## src/rtl/dither_pkg.sv

```systemverilog
`timescale 1ns/1ps
package dither_pkg;
    typedef enum logic [1:0] {
        WIN_EMPTY = 2'd0,
        WIN_FILL  = 2'd1,
        WIN_LAST  = 2'd2
    } win_state_t;
endpackage

```

## src/rtl/dither_seq.sv

```systemverilog
`timescale 1ns/1ps
module dither_seq
    import dither_pkg::*;
#(
    parameter int STEP_BITS = 4
) (
    input  logic                 clk,
    input  logic                 rst_n,
    input  logic                 take,
    output logic [STEP_BITS-1:0] code,
    output logic                 win_done
);
    localparam logic [STEP_BITS-1:0] TOP_CODE  = {STEP_BITS{1'b1}};
    localparam logic [STEP_BITS-1:0] NEAR_CODE = TOP_CODE - 1'b1;

    win_state_t state, state_nx;

    // state register
    always_ff @(posedge clk) begin
        if (!rst_n) begin
            state <= WIN_EMPTY;
        end else begin
            state <= state_nx;
        end
    end

    // dither code register, stepping once per accepted sample
    always_ff @(posedge clk) begin
        if (!rst_n) begin
            code <= '0;
        end else if (take) begin
            code <= code + 1'b1;
        end
    end

    // next state and outputs
    always_comb begin
        state_nx = state;
        win_done = 1'b0;
        unique case (state)
            WIN_EMPTY: begin
                if (take) state_nx = WIN_FILL;
            end
            WIN_FILL: begin
                if (take && code == NEAR_CODE) state_nx = WIN_LAST;
            end
            WIN_LAST: begin
                if (take) begin
                    state_nx = WIN_EMPTY;
                    win_done = 1'b1;
                end
            end
            default: state_nx = WIN_EMPTY;
        endcase
    end

    p_code_adv_r2: assert property (@(posedge clk) disable iff (!rst_n)
        take |=> code == $past(code) + 1'b1);

    p_code_hold_r3: assert property (@(posedge clk) disable iff (!rst_n)
        !take |=> $stable(code));

    p_empty_at_zero_r6: assert property (@(posedge clk) disable iff (!rst_n)
        state == WIN_EMPTY |-> code == '0);

    p_last_at_top_r6: assert property (@(posedge clk) disable iff (!rst_n)
        state == WIN_LAST |-> code == TOP_CODE);
endmodule

```

## src/rtl/chan_accum.sv

```systemverilog
`timescale 1ns/1ps
module chan_accum #(
    parameter int SAMPLE_W  = 12,
    parameter int STEP_BITS = 4,
    parameter bit ROUND_EN  = 1'b1
) (
    input  logic                       clk,
    input  logic                       rst_n,
    input  logic                       take,
    input  logic                       close,
    input  logic signed [SAMPLE_W-1:0] sample,
    output logic signed [SAMPLE_W-1:0] avg
);
    localparam int ACC_W = SAMPLE_W + STEP_BITS;
    localparam logic signed [ACC_W-1:0] RND =
        ROUND_EN ? (ACC_W'(1) << (STEP_BITS - 1)) : '0;

    logic signed [ACC_W-1:0] acc;
    logic signed [ACC_W-1:0] sum_nx;
    logic signed [ACC_W-1:0] rounded;
    logic signed [ACC_W-1:0] shifted;

    always_comb begin
        sum_nx  = acc + ACC_W'(sample);
        rounded = sum_nx + RND;
        shifted = rounded >>> STEP_BITS;
    end

    always_ff @(posedge clk) begin
        if (!rst_n) begin
            acc <= '0;
            avg <= '0;
        end else if (take) begin
            if (close) begin
                acc <= '0;
                avg <= shifted[SAMPLE_W-1:0];
            end else begin
                acc <= sum_nx;
            end
        end
    end

    p_hold_avg_r8: assert property (@(posedge clk) disable iff (!rst_n)
        !(take && close) |=> $stable(avg));

    p_cleared_after_close_r6: assert property (@(posedge clk) disable iff (!rst_n)
        (take && close) |=> acc == '0);
endmodule

```

## src/rtl/dither_decim.sv

```systemverilog
`timescale 1ns/1ps
module dither_decim #(
    parameter int SAMPLE_W  = 12,
    parameter int STEP_BITS = 4,
    parameter bit ROUND_EN  = 1'b1
) (
    input  logic                clk,
    input  logic                rst_n,
    input  logic                smp_valid,
    input  logic [SAMPLE_W-1:0] smp_sin,
    input  logic [SAMPLE_W-1:0] smp_cos,
    output logic [STEP_BITS-1:0] dither_out,
    output logic                avg_valid,
    output logic [SAMPLE_W-1:0] avg_sin,
    output logic [SAMPLE_W-1:0] avg_cos
);
    localparam int NCH = 2;

    logic                       win_done;
    logic signed [SAMPLE_W-1:0] ch_in  [NCH];
    logic signed [SAMPLE_W-1:0] ch_out [NCH];

    assign ch_in[0] = smp_sin;
    assign ch_in[1] = smp_cos;
    assign avg_sin  = ch_out[0];
    assign avg_cos  = ch_out[1];

    dither_seq #(.STEP_BITS(STEP_BITS)) u_seq (
        .clk      (clk),
        .rst_n    (rst_n),
        .take     (smp_valid),
        .code     (dither_out),
        .win_done (win_done)
    );

    for (genvar g = 0; g < NCH; g++) begin : g_ch
        chan_accum #(
            .SAMPLE_W (SAMPLE_W),
            .STEP_BITS(STEP_BITS),
            .ROUND_EN (ROUND_EN)
        ) u_acc (
            .clk    (clk),
            .rst_n  (rst_n),
            .take   (smp_valid),
            .close  (win_done),
            .sample (ch_in[g]),
            .avg    (ch_out[g])
        );
    end

    always_ff @(posedge clk) begin
        if (!rst_n) begin
            avg_valid <= 1'b0;
        end else begin
            avg_valid <= win_done;
        end
    end

    p_valid_pulse_r4: assert property (@(posedge clk) disable iff (!rst_n)
        avg_valid |=> !avg_valid);

    p_valid_at_zero_r6: assert property (@(posedge clk) disable iff (!rst_n)
        avg_valid |-> dither_out == '0);

    p_out_hold_r8: assert property (@(posedge clk) disable iff (!rst_n)
        !avg_valid |-> $stable(avg_sin) && $stable(avg_cos));
endmodule

```

## config.mk

```make
export PLATFORM = sky130hd
export DESIGN_NAME = dither_decim
export DESIGN_NICKNAME = d
export VERILOG_FILES = /design/src/rtl/dither_pkg.sv /design/src/rtl/dither_seq.sv /design/src/rtl/chan_accum.sv /design/src/rtl/dither_decim.sv
export SDC_FILE = /design/constraint.sdc
export NUM_CORES = 1
export LEC_CHECK = 0
export ABC_AREA = 0
export BUFFER_PORTS_ARGS = -buffer_cell sky130_fd_sc_hd__buf_4
export CORE_ASPECT_RATIO = 0.9
export CORE_MARGIN = 3
export CORE_UTILIZATION = 60
export CTS_CLUSTER_DIAMETER = 60
export DETAILED_ROUTE_END_ITERATION = 10
export HOLD_SLACK_MARGIN = 0.1
export PLACE_DENSITY_LB_ADDON = 0.12
export SETUP_SLACK_MARGIN = 0.1
export SYNTH_ARGS = -nofsm -noshare
export SYNTH_HDL_FRONTEND = slang
export SYNTH_SLANG_ARGS = --single-unit
```

## constraint.sdc

```tcl
create_clock -name clk -period 5.4 [get_ports clk]
set_input_delay 1.35 -clock clk [delete_from_list [all_inputs] [get_ports clk]]
set_output_delay 1.35 -clock clk [all_outputs]
set_load 0.02 [all_outputs]
```

======== Word level (Yosys, flattened, before mapping) ========
Cells that the tools add are included.
cells by class
  equal/unequal tests ..................... 6
  reduce and logical (&&, ||, !) cells .... 4
  multiplexer cells ....................... 8
  add/sub/neg operators ................... 5
operator list
  operator                                                                count
  16-bit by 12-bit adder with 16-bit output                               2
  16-bit by 5-bit adder with 16-bit output (second input constant)        2
  16-bit 2-to-1 mux                                                       2
  2-bit 2-to-1 mux                                                        3
  2-bit one-hot mux with 3 select lines                                   1
  4-bit by 1-bit adder with 4-bit output (second input constant)          1
  4-bit equality test (second input constant)                             1
  2-bit != test (second input constant)                                   2
  3-bit AND reduction                                                     1
  2-bit by 1-bit equality test with 1-bit output (second input constant)  1
  2-bit equality test (second input constant)                             1
  2-bit zero test                                                         1
  1-bit 2-to-1 mux                                                        2
  2-bit by 1-bit != test with 1-bit output (second input constant)        1
  2-bit AND reduction                                                     1
  1-bit logical AND                                                       1
storage, ports and cells
  input port bits ......................... 27
  word-level logic and storage cells ...... 30
  register bits after elaboration ......... 63
  output and inout port bits .............. 29

======== Longest topological paths before layout ========
Gate-level depths: netlist of the first run.
  depth in word-level cells ............... 4
  gate-level depth with buffers ........... 14
  mapped depth without buffers ............ 14

======== Modules after synthesis ========
A second synthesis of the first run with hierarchy kept.
unflattened totals
  cell total of the unflattened synthesis .. 544
  area, all modules ....................... 4566.9 um^2
by module, submodules not included
  module                      times used  area an instance (um^2)  sequential area each (um^2)  cells an instance
  chan_accum (g_ch[1].u_acc)  1           2125.8                   560.5                        258
  chan_accum (g_ch[0].u_acc)  1           2114.5                   560.5                        255
  dither_seq                  1           300.3                    120.1                        29
  dither_decim                1           26.3                     20.0                         2

======== Least setup slack after synthesis of the first run ========
No wires, ideal clock.
  kind .................................... in2reg
  start ................................... in smp_sin[0]
  end ..................................... reg g_ch[0].u_acc.avg[9]
  data arrival time ....................... 3.608 ns
  setup slack ............................. 1.722 ns
  stages on the path ...................... 14
  setup time .............................. 0.070 ns
  path through ............................ ha_1 -> inv_1 -> fa_1 -> nor2b_1 -> o21ai_0 -> and3_1 -> nor2_1 -> ha_1 -> o2111a_1 -> nand4_1 -> nor4_1 -> xnor2_1 -> nand2_1 -> a21oi_1
on the way
  word-level cells in the longest chain between the ends .. 2
RTL lines
  what                                       line                RTL
  start: declaration                         dither_decim.sv:10  input logic [SAMPLE_W-1:0] smp_sin,
  16-bit by 12-bit adder with 16-bit output  chan_accum.sv:24    sum_nx = acc + ACC_W'(sample);
  16-bit by 5-bit adder with 16-bit output   chan_accum.sv:25    rounded = sum_nx + RND;
  end signal: assignment                     chan_accum.sv:36    avg <= shifted[SAMPLE_W-1:0];
  end: declaration                           chan_accum.sv:12    output logic signed [SAMPLE_W-1:0] avg
No other way between the ends.
A chain may end at the register's enable or synchronous reset.

======== Worst setup path after layout of the first run ========
Same ends and word-level chain as after synthesis.

==> results.py, run 1 <==
metrics = {
    "cells_and_area": {
        "drive_gt1_share_pct": 17.35,
        "num-fill-cells": 548,
        "syn_to_final_growth_pct": 14.97,
        "final_nets": 623,
        "finalInstanceArea_sq_um": 4938,
        "antenna_cells": 0,
    },
    "drt": {
        "routedWlPerCell_um": 15.74,
        "drtIter0Drc": 170,
        "drc": 0,
        "vias_per_cell": 6.037,
        "route.vias.total": 3954,
        "totalWireLength_um": 10310,
        "drt_pass1_iterations": 5,
        "ant_nets": 0,
    },
    "critical_path": {
        "end_kind": "flop",
        "crit_type": "input port to flop",
        "cp.required_ns": 5.67,
        "start_kind": "input port",
        "crit_top_cell": "xnor2_1",
        "cp_max_fo": 6,
        "cp_cell_sequence": "buf_4 > ha_1 > inv_1 > fa_1 > nor2b_1 > o31a_1 > o22ai_1 > xnor2_1 > nand4_1 > nor4_1 > xnor2_1 > nand2_1 > a21oi_1",
        "slowest_delay_ns": 0.39,
        "arrival_ns": 4.01,
        "crit_slowest_cell": "fa_1",
    },
    "synth": {
        "syn-cell-area_sq_um": 4295,
        "ys_ff_latch": 63,
        "synth_top_cells_by_count": "71 x nor2_1, 63 x dfxtp_1, 43 x a21oi_1",
        "synth-edff-count": 0,
        "yosysWarnings": 0,
        "synthDistinctLibCells": 74,
        "synth_area_leaders": "dfxtp_1 29%, ha_1 9.9%, xnor2_1 6.9%, nor2_1 6.2%, a21oi_1 5.0%",
        "synthFlopType": "dfxtp_1",
        "synth_top_cell_by_area": "dfxtp_1",
        "yosys.area.top_type_share_pct": 29.36,
        "synth_area_per_cell_sq_um": 8.341,
        "synth_seq_area_share_pct": 29.36,
        "async_flop_share_pct": 0,
        "synth_most_common_cell": "nor2_1",
        "syn_nets": 578,
        "synthCells": 515,
    },
    "clock_tree": {
        "clkTransAtPathRegs_ns": 0.07,
        "post_cts_resized": 0,
        "clk_path_buf_depth": 2,
        "cts_buffers": 9,
        "cts.root.buffer_cell": "clkbuf_8",
        "cts_tree": "built",
        "clk_latency_ns": 0.35,
        "cts_hold_buf": 0,
        "clock_sinks": 63,
        "htree_levels": 3,
        "post_cts_buffers": 0,
    },
    "placed_design": {
        "dpl_cell_area_sq_um": 4733,
        "routabilityCongestion": 0.9113,
        "dp_hpwl_um": 7347,
        "pre_cts_slack_ns": 1.345,
        "io_buffers": 55,
    },
    "timing": {
        "rsz0062_at_grt": "no",
        "max_clock_freq_ghz": 0.2672,
        "hold_viol": 0,
        "finalCritPeriodShare_pct": 69.30,
        "worstMarginPinSlew_ns": 0.9746,
        "min_period_ns": 3.742,
        "fin_tns_setup_ns": 0,
        "report.final.setup_viol": 0,
        "max_slew_margin_pct": 34.94,
        "fin_skew_ns": 0.007401,
        "layout_setup_ws_ns": 1.658,
        "drv_slew": 0,
    },
    "floorplan": {
        "fp.coreArea_sq_um": 6761,
        "die_area_sq_um": 8212,
        "ios": 56,
        "die_h_um": 86.27,
        "dieWidth_um": 95.19,
        "start_util_pct": 63.53,
        "rows": 28,
    },
    "global_route": {
        "grt_overflow_total": 0,
        "grt_use_total_pct": 26.22,
        "grt_pass1_wl_um": 17330,
        "grt_max_degree": 56,
        "grt_pass1_vias": 3799,
        "grt_use_met1_pct": 33.57,
        "gr-max-usage-layer": "met2",
        "antenna_found_initial": 0,
        "met2_usage_pct": 43.36,
        "grt_use_met3_pct": 7.031,
    },
    "hold_path": {
        "worstHoldPathType": "flop to flop",
    },
    "job": {
        "maxCapViolCount": 0,
    },
    "pwr": {
        "cellLeakagePower_nw": 2.067,
        "p_per_area_nw_per_um2": 306.4,
        "peakVddDrop_uv": 194.3,
    },
    "outcome": {
        "status": "finished clean",
    },
}
==> metal layers <==
metal	vias up	wire [um]
met5	-	0
met3	15	724
li1	1961	-
met4	0	123
met2	124	4848
met1	1854	4615
==> sequential cells by signal, summed over array words and instances, names as in the netlist <==
| name | count |
|---|---|
| u_seq.code | 4 |
| g_ch.u_acc.avg | 24 |
| g_ch.u_acc.acc | 32 |
| u_seq.state | 2 |
| avg_valid | 1 |
==> layout by cell type (no fill, tap or decap), types with 15 or more instances in the layout <==
| master | instances |
|---|---|
| xnor2_1 | 34 |
| dfxtp_1 | 63 |
| nor2_1 | 71 |
| ha_1 | 34 |
| a22oi_1 | 15 |
| buf_4 | 57 |
| nand3_1 | 17 |
| inv_1 | 15 |
| nand2_1 | 29 |
| a21oi_1 | 43 |
==> worst max-delay path, delay by kind of cell <==
kind                       cells  cell delay [ns]
buffers and inverters          2             0.14
adders and majority gates      2             0.57
AOI/OAI and AO/OA              3             0.58
and+or+nand+nor                4             0.82
xor gates and xnor gates       2             0.55
==> per-stage QoR <==
| stage | hold slack [ns] | util (%) | total power, mW | std cells |
|---|---|---|---|---|
| after floorplan | 0.4448 | - | 0.9622 | 515 |
| after global placement | 0.4459 | 70.00 | 1.050 | 639 |
| after detailed placement | 0.4542 | 70.00 | 1.065 | 639 |
| after CTS | 0.4616 | 73.04 | 1.514 | 655 |
| after global routing | 0.4848 | 73.04 | 1.606 | 655 |
| final | 0.4601 | 73.04 | 1.513 | 655 |
==> power by group <==
part           internal [mW]  switching (mW)  total [mW]
sequential             0.496          0.0205       0.516
combinational          0.239           0.312       0.552
clock                  0.259           0.186       0.445
total                  0.995           0.519        1.51
==> logic make-up (layout without fill, tap and decap cells) <==
group | count (synthesis) | count (layout) | share of synthesized area, %
AOI/OAI and AO/OA | 148 | 148 | 24.96
xor gates and xnor gates | 46 | 46 | 9.554
adders and majority gates | 36 | 36 | 10.84
buffers and inverters | 40 | 90 | 3.874
DFF | 63 | 63 | 29.36
muxes | 1 | 1 | 0.2621
and+or+nand+nor | 181 | 181 | 21.15
==> area by class of cell <==
type / count / area (sq um) / area share, %
multi-input combinational: 412 / 2868 / 58.07
sequential: 63 / 1261 / 25.54
timing repair buffer: 57 / 427.9 / 8.665
clock buffer: 12 / 135.1 / 2.736
tap: 90 / 112.6 / 2.280
clock inverter: 4 / 70.07 / 1.419
inverter: 17 / 63.81 / 1.292
==> worst paths after layout <==
path / from / to / slack [ns] / cells past startpoint
worst max-delay path: smp_sin[0] / g_ch[0].u_acc.avg[9]$_SDFFE_PN0P_ / 1.66 / 13
worst min-delay path: g_ch[1].u_acc.avg[7]$_SDFFE_PN0P_ / g_ch[1].u_acc.avg[7]$_SDFFE_PN0P_ / 0.46 / 2
worst max register to register: g_ch[0].u_acc.acc[0]$_SDFFE_PN0P_ / g_ch[0].u_acc.avg[9]$_SDFFE_PN0P_ / 2.37 / 12
worst min register to register: g_ch[1].u_acc.avg[7]$_SDFFE_PN0P_ / g_ch[1].u_acc.avg[7]$_SDFFE_PN0P_ / 0.46 / 2
No activity file was read; power rests on OpenSTA's default activity.
==> run 2: changes to the inputs <==
ABC_AREA = 1   (was 0)
clock period = 3.6 ns   (was 5.4 ns; I/O delays follow)
==> run 2 against run 1 <==
Against the previous run: critical path depth up 4; clock skew about the same; via count up 31%; critical endpoint is now g_ch[0].u_acc.avg[11]$_SDFFE_PN0P_; largest cell class unchanged.
==> results.py, run 2 <==
metrics = {
    "global_route": {
        "grt_max_degree": 32,
        "grt_pass1_wl_um": 21270,
        "grt_use_total_pct": 27.83,
        "grt_pass1_vias": 4571,
        "grt_overflow_total": 0,
        "antenna_found_initial": 0,
    },
    "placed_design": {
        "io_buffers": 55,
        "place_inst": 941,
        "dp_hpwl_um": 9919,
        "routabilityCongestion": 0.9098,
        "dpl_cell_area_sq_um": 5468,
    },
    "critical_path": {
        "cp.required_ns": 3.88,
        "arrival_ns": 3.18,
        "crit_family": "simple AND/OR/NAND/NOR gates",
        "start_kind": "input port",
        "worst-path-buf-inv": 3,
        "ff2ff_setup_slack_ns": 0.98,
        "slowest_delay_ns": 0.35,
        "r2r.worst_path.cells": 16,
        "cp_cell_sequence": "buf_4 > ha_1 > inv_1 > fa_1 > inv_1 > nand3_1 > nand2_4 > xor2_2 > ha_1 > nand2_2 > nor2_4 > nand2_2 > nor2_4 > nand3_1 > nand2_1 > nand2_1 > a21oi_1",
        "end_kind": "flop",
        "cp_max_fo": 5,
        "reg2reg_to": "g_ch[0].u_acc.avg[11]$_SDFFE_PN0P_",
        "reg2reg_from": "g_ch[0].u_acc.acc[0]$_SDFFE_PN0P_",
        "crit_type": "input port to flop",
        "crit_slowest_cell": "fa_1",
    },
    "clock_tree": {
        "clk_latency_ns": 0.35,
        "cts_tree": "built",
        "cts.root.buffer_cell": "clkbuf_8",
        "htree_levels": 3,
        "post_cts_resized": 0,
        "post_cts_buffers": 0,
        "clock_sinks": 63,
        "clkTransAtPathRegs_ns": 0.07,
        "cts_buffers": 9,
        "cts_hold_buf": 0,
        "clk_path_buf_depth": 2,
    },
    "cells_and_area": {
        "syn_to_final_growth_pct": 14.02,
        "drive_gt1_share_pct": 15.23,
        "largest_reg_flops": 32,
        "layout_commonest_cell": "nand2_1",
        "layout.cells.most_common_list": "262 x nand2_1, 116 x inv_1, 66 x nor2_1, 63 x dfxtp_1, 61 x buf_4",
        "final_nets": 919,
        "fin_cells": 956,
        "finalInstanceArea_sq_um": 5679,
        "largest-register": "g_ch.u_acc.acc",
        "largestRegisters": "g_ch.u_acc.acc (32), g_ch.u_acc.avg (24), u_seq.code (4)",
        "antenna_cells": 0,
    },
    "drt": {
        "drtIter0Drc": 408,
        "drc": 0,
        "drt_pass1_iterations": 7,
        "routed.top_layer": "met4",
        "vias_per_cell": 5.406,
        "wl_met1_um": 6305,
        "routedWlPerCell_um": 13.60,
        "route.vias.total": 5168,
        "dr_wl_met3_um": 971,
        "totalWireLength_um": 13000,
        "ant_nets": 0,
        "dr_wl_met2_um": 5569,
    },
    "outcome": {
        "status": "finished clean",
    },
    "synth": {
        "syn-cell-area_sq_um": 4981,
        "synthFlopType": "dfxtp_1",
        "synth_area_per_cell_sq_um": 6.211,
        "synthCells": 802,
        "synthDistinctLibCells": 38,
        "yosysWarnings": 0,
        "synth_seq_area_share_pct": 25.32,
        "ys_ff_latch": 63,
        "synth_top_cell_by_area": "dfxtp_1",
        "synth_most_common_cell": "nand2_1",
        "synth_top_cells_by_count": "262 x nand2_1, 116 x inv_1, 67 x nor2_1",
        "async_flop_share_pct": 0,
        "yosys.area.top_type_share_pct": 25.32,
        "synth_area_leaders": "dfxtp_1 25%, nand2_1 20%, inv_1 8.7%, ha_1 8.5%, nand3_1 5.6%",
        "syn_nets": 865,
        "synth-edff-count": 0,
    },
    "timing": {
        "timing.hold.ws_ns": 0.4695,
        "max_slew_margin_pct": 73.76,
        "report.final.setup_viol": 0,
        "finalCritPeriodShare_pct": 80.60,
        "fin_skew_ns": 0.007824,
        "worstMarginPinSlew_ns": 0.3837,
        "rsz0062_at_grt": "no",
        "fin_tns_setup_ns": 0,
        "max_clock_freq_ghz": 0.3446,
        "min_period_ns": 2.902,
        "drv_slew": 0,
        "hold_viol": 0,
    },
    "pwr": {
        "p_per_area_nw_per_um2": 412.3,
        "peakVddDrop_uv": 291.0,
        "cellLeakagePower_nw": 3.046,
    },
    "hold_path": {
        "hold_start": "g_ch[1].u_acc.acc[10]$_SDFFE_PN0P_",
        "hold_depth": 2,
        "worstHoldPathType": "flop to flop",
        "min_to": "g_ch[1].u_acc.acc[10]$_SDFFE_PN0P_",
    },
    "floorplan": {
        "fp.coreArea_sq_um": 7807,
        "die_area_sq_um": 9433,
        "start_util_pct": 63.80,
        "die_h_um": 92.44,
        "ios": 56,
        "rows": 30,
        "dieWidth_um": 102.0,
    },
    "job": {
        "maxCapViolCount": 0,
    },
}
[run 2: through the flow]
stage	util, %	total power [mW]	setup slack, ns
after floorplan	-	1.450	0.7089
after global placement	70.03	1.614	0.4516
after detailed placement	70.03	1.643	0.3820
after CTS	72.74	2.335	0.7026
after global routing	72.74	2.484	0.4722
final	72.74	2.341	0.6983
[run 2: power by group]
group | internal, mW | switching, mW
combinational | 0.297 | 0.585
clock | 0.403 | 0.290
sequential | 0.740 | 0.0259
total | 1.44 | 0.901
[run 2: worst max path at each step]
stage,depth (start not counted),end,startpoint
after floorplan,15,g_ch[1].u_acc.avg[11]$_SDFFE_PN0P_,smp_cos[0]
after global placement,16,g_ch[1].u_acc.avg[11]$_SDFFE_PN0P_,smp_cos[0]
after detailed placement,16,g_ch[0].u_acc.avg[7]$_SDFFE_PN0P_,smp_sin[0]
after CTS,17,g_ch[0].u_acc.avg[11]$_SDFFE_PN0P_,smp_sin[0]
after global routing,17,g_ch[1].u_acc.avg[11]$_SDFFE_PN0P_,smp_cos[0]
final,17,g_ch[0].u_acc.avg[11]$_SDFFE_PN0P_,smp_sin[0]
[run 2: cell type report]
type                    instances  area, sq um
clock buffers                  11        141.4
clock inverters                 4        70.07
fillers                       680         2128
inverters                     122        457.9
multi-input cells             599         3171
flip-flops and latches         63         1261
well taps                      96        120.1
repair buffers                 61        457.9
[run 2: logic make-up (layout without fill, tap and decap cells)]
logic type                 Yosys count  count (layout)  share of synthesized area [%]
buffers and inverters              140             198                          11.08
xor gates and xnor gates            13              13                          2.964
adders and majority gates           36              36                          9.344
AOI/OAI and AO/OA                   93              93                          10.10
and+or+nand+nor                    457             457                          41.20
DFF                                 63              63                          25.32
[run 2: routing by layer]
| layer | up-vias | GRT usage [%] |
|---|---|---|
| li1 | 2642 | - |
| met1 | 2290 | 41.20 |
| met2 | 218 | 41.72 |
| met3 | 18 | 4.518 |
| met4 | 0 | 7.213 |
| met5 | - | 0 |
[run 2: tightest hold or removal path: stages, from the launching register on]
cell and delay (ns):
dfxtp_1 0.31, nand2_1 0.06, a21oi_1 0.05
==> run 3: changes to the inputs <==
clock period = 2.7 ns   (was 3.6 ns; I/O delays follow)
==> run 3 against run 2 <==
Against the previous run: power is 41% higher; clock-buffer cell count is 2 higher; sequential power is 33% higher; via count is 2.6% higher; first-iteration DRC count is 16% lower; sequential share of layout area is 1.2 points lower; critical endpoint is now g_ch[1].u_acc.avg[11]$_SDFFE_PN0P_.
==> results.py, run 3 (synthesized netlist as in run 2, its figures left out) <==
metrics = {
    "timing": {
        "finalCritPeriodShare_pct": 92.40,
        "worstMarginPinSlew_ns": 0.7963,
        "max_slew_margin_pct": 46.86,
        "rsz0062_at_grt": "no",
        "min_period_ns": 2.495,
        "fin_tns_setup_ns": 0,
        "fin_skew_ns": 0.01122,
        "hold_viol": 0,
        "max_clock_freq_ghz": 0.4008,
        "layout_setup_ws_ns": 0.2052,
        "drv_slew": 0,
        "report.final.setup_viol": 0,
    },
    "global_route": {
        "grt_use_total_pct": 28.52,
        "grt_pass1_vias": 4673,
        "antenna_found_initial": 0,
        "grt_overflow_total": 0,
        "grt_pass1_wl_um": 21670,
        "grt_max_degree": 42,
    },
    "cells_and_area": {
        "regArea_sq_um": 1262,
        "syn_to_final_growth_pct": 20.52,
        "final_nets": 950,
        "multiInputGateArea_sq_um": 3244,
        "largestRegisters": "g_ch.u_acc.acc (32), g_ch.u_acc.avg (24), u_seq.code (4)",
        "largest-register": "g_ch.u_acc.acc",
        "num-fill-cells": 646,
        "layout_commonest_cell": "nand2_1",
        "fin_cells": 988,
        "largest_reg_flops": 32,
        "layout.cells.most_common_list": "261 x nand2_1, 112 x inv_1, 91 x buf_4, 65 x nor2_1, 62 x dfxtp_1",
        "antenna_cells": 0,
        "drive_gt1_share_pct": 20.40,
    },
    "placed_design": {
        "routabilityCongestion": 0.9270,
        "io_buffers": 55,
        "dp_hpwl_um": 10170,
        "place_inst": 967,
        "pre_cts_slack_ns": -0.1715,
    },
    "critical_path": {
        "arrival_ns": 2.77,
        "cp_cell_sequence": "buf_6 > ha_4 > inv_2 > fa_2 > inv_2 > nand3_2 > nand2_2 > xor2_2 > ha_2 > inv_2 > nor2_4 > nand3_2 > nor2_4 > nand2_1 > nand2_1 > nand2_1 > a21oi_2",
        "crit_slowest_cell": "fa_2",
        "r2r.worst_path.cells": 16,
        "end_kind": "flop",
        "cp_max_fo": 4,
        "reg2reg_to": "g_ch[1].u_acc.avg[11]$_SDFFE_PN0P_",
        "ff2ff_setup_slack_ns": 0.24,
        "start_kind": "input port",
        "crit_type": "input port to flop",
        "slowest_delay_ns": 0.38,
        "reg2reg_from": "g_ch[1].u_acc.acc[0]$_SDFFE_PN0P_",
        "cp.required_ns": 2.98,
    },
    "pwr": {
        "p_clk_share_pct": 28.9,
        "peakVddDrop_uv": 294.4,
        "cellLeakagePower_nw": 3.197,
        "switching_share_pct": 37.61,
        "seq_power_share_pct": 31.0,
        "p_int_mw": 2.054,
        "p_per_area_nw_per_um2": 548.4,
        "switchingPower_mw": 1.238,
        "totalPowerFinal_mw": 3.292,
        "combPwrFrac_pct": 40.1,
    },
    "floorplan": {
        "start_util_pct": 63.80,
        "ios": 56,
        "fp.coreArea_sq_um": 7807,
        "die_h_um": 92.44,
        "dieWidth_um": 102.0,
        "rows": 30,
        "die_area_sq_um": 9433,
    },
    "drt": {
        "drt_pass1_iterations": 5,
        "totalWireLength_um": 13300,
        "route.vias.total": 5301,
        "vias_per_cell": 5.365,
        "drtIter0Drc": 341,
        "routedWlPerCell_um": 13.46,
        "drc": 0,
        "ant_nets": 0,
    },
    "clock_tree": {
        "cts.root.buffer_cell": "clkbuf_8",
        "clk_latency_ns": 0.35,
        "cts_buffers": 9,
        "clk_path_buf_depth": 2,
        "clkTransAtPathRegs_ns": 0.07,
        "clock_sinks": 63,
        "htree_levels": 3,
        "cts_tree": "built",
    },
    "hold_path": {
        "min_to": "g_ch[1].u_acc.acc[14]$_SDFFE_PN0P_",
        "worstHoldPathType": "flop to flop",
        "hold_depth": 2,
        "hold_start": "g_ch[1].u_acc.acc[14]$_SDFFE_PN0P_",
    },
    "job": {
        "maxCapViolCount": 0,
    },
    "outcome": {
        "status": "finished clean",
    },
}
==> run 3: changes by cell type in the layout (fill, tap and decap cells not counted), sizes merged <==
cell,change
clkbuf,+2
clkinv,-1
buf,+31
==> run 3: what timing repair did <==
action | in CTS | in global routing
setup endpoints to repair | 0 | 6
gates resized for setup | 0 | 17
hold buffers | 0 | 0
buffers inserted | 0 | 5
==> run 3: layout make-up <==
class / count / area share (%)
repair buffers: 92 / 11.57
clock buffers: 13 / 2.647
inverters: 122 / 7.628
flip-flops and latches: 63 / 21.03
well taps: 96 / 2.001
multi-input cells: 599 / 54.04
clock inverters: 3 / 1.084
==> run 3: routing by layer <==
layer / global-route usage (%) / wire length [um] / share of wire [%]
met5: 0 / 0 / 0
met4: 6.557 / 173 / 1.3
met3: 4.518 / 930 / 7.0
met1: 42.21 / 6459 / 49
met2: 43.29 / 5737 / 43
==> run 3: worst max path at each step <==
stage / startpoint / slack (ns) / end
global placement: smp_cos[0] / -0.03 / g_ch[1].u_acc.avg[11]$_SDFFE_PN0P_
floorplan: smp_sin[0] / 0.11 / g_ch[0].u_acc.avg[7]$_SDFFE_PN0P_
global route: smp_cos[0] / 0.09 / g_ch[1].u_acc.avg[11]$_SDFFE_PN0P_
detailed placement: smp_cos[0] / -0.17 / g_ch[1].u_acc.avg[9]$_SDFFE_PN0P_
finish: smp_cos[0] / 0.21 / g_ch[1].u_acc.avg[11]$_SDFFE_PN0P_
CTS: smp_cos[0] / 0.13 / g_ch[1].u_acc.avg[11]$_SDFFE_PN0P_
==> run 3: worst max-delay path, delay by kind of cell <==
kind / cells / cell delay [ns]
compound gates: 1 / 0.12
xor+xnor: 1 / 0.21
fa+ha+maj: 3 / 0.77
buf+inv: 4 / 0.24
simple gates: 8 / 0.75
==> run 3: power groups by stage <==
| stage | Clock (mW) | Combinational [mW] | Sequential, mW |
|---|---|---|---|
| 5_1_grt | 1.00 | 1.47 | 1.03 |
| 3_5_place_dp | 0 | 1.25 | 1.04 |
| 6_report | 0.951 | 1.32 | 1.02 |
| 2_1_floorplan | 0 | 0.906 | 1.04 |
| 3_3_place_gp | 0 | 1.22 | 1.04 |
| 4_1_cts | 0.967 | 1.26 | 1.02 |
==> run 3: per-stage QoR <==
stage          hold slack (ns)  utilization [%]  area (sq um)
2_1_floorplan           0.4456                -          5001
3_3_place_gp            0.4553            72.79          5683
3_5_place_dp            0.4643            72.79          5683
4_1_cts                 0.4758            75.66          5907
5_1_grt                 0.4926            76.89          6003
6_report                0.4729            76.89          6003
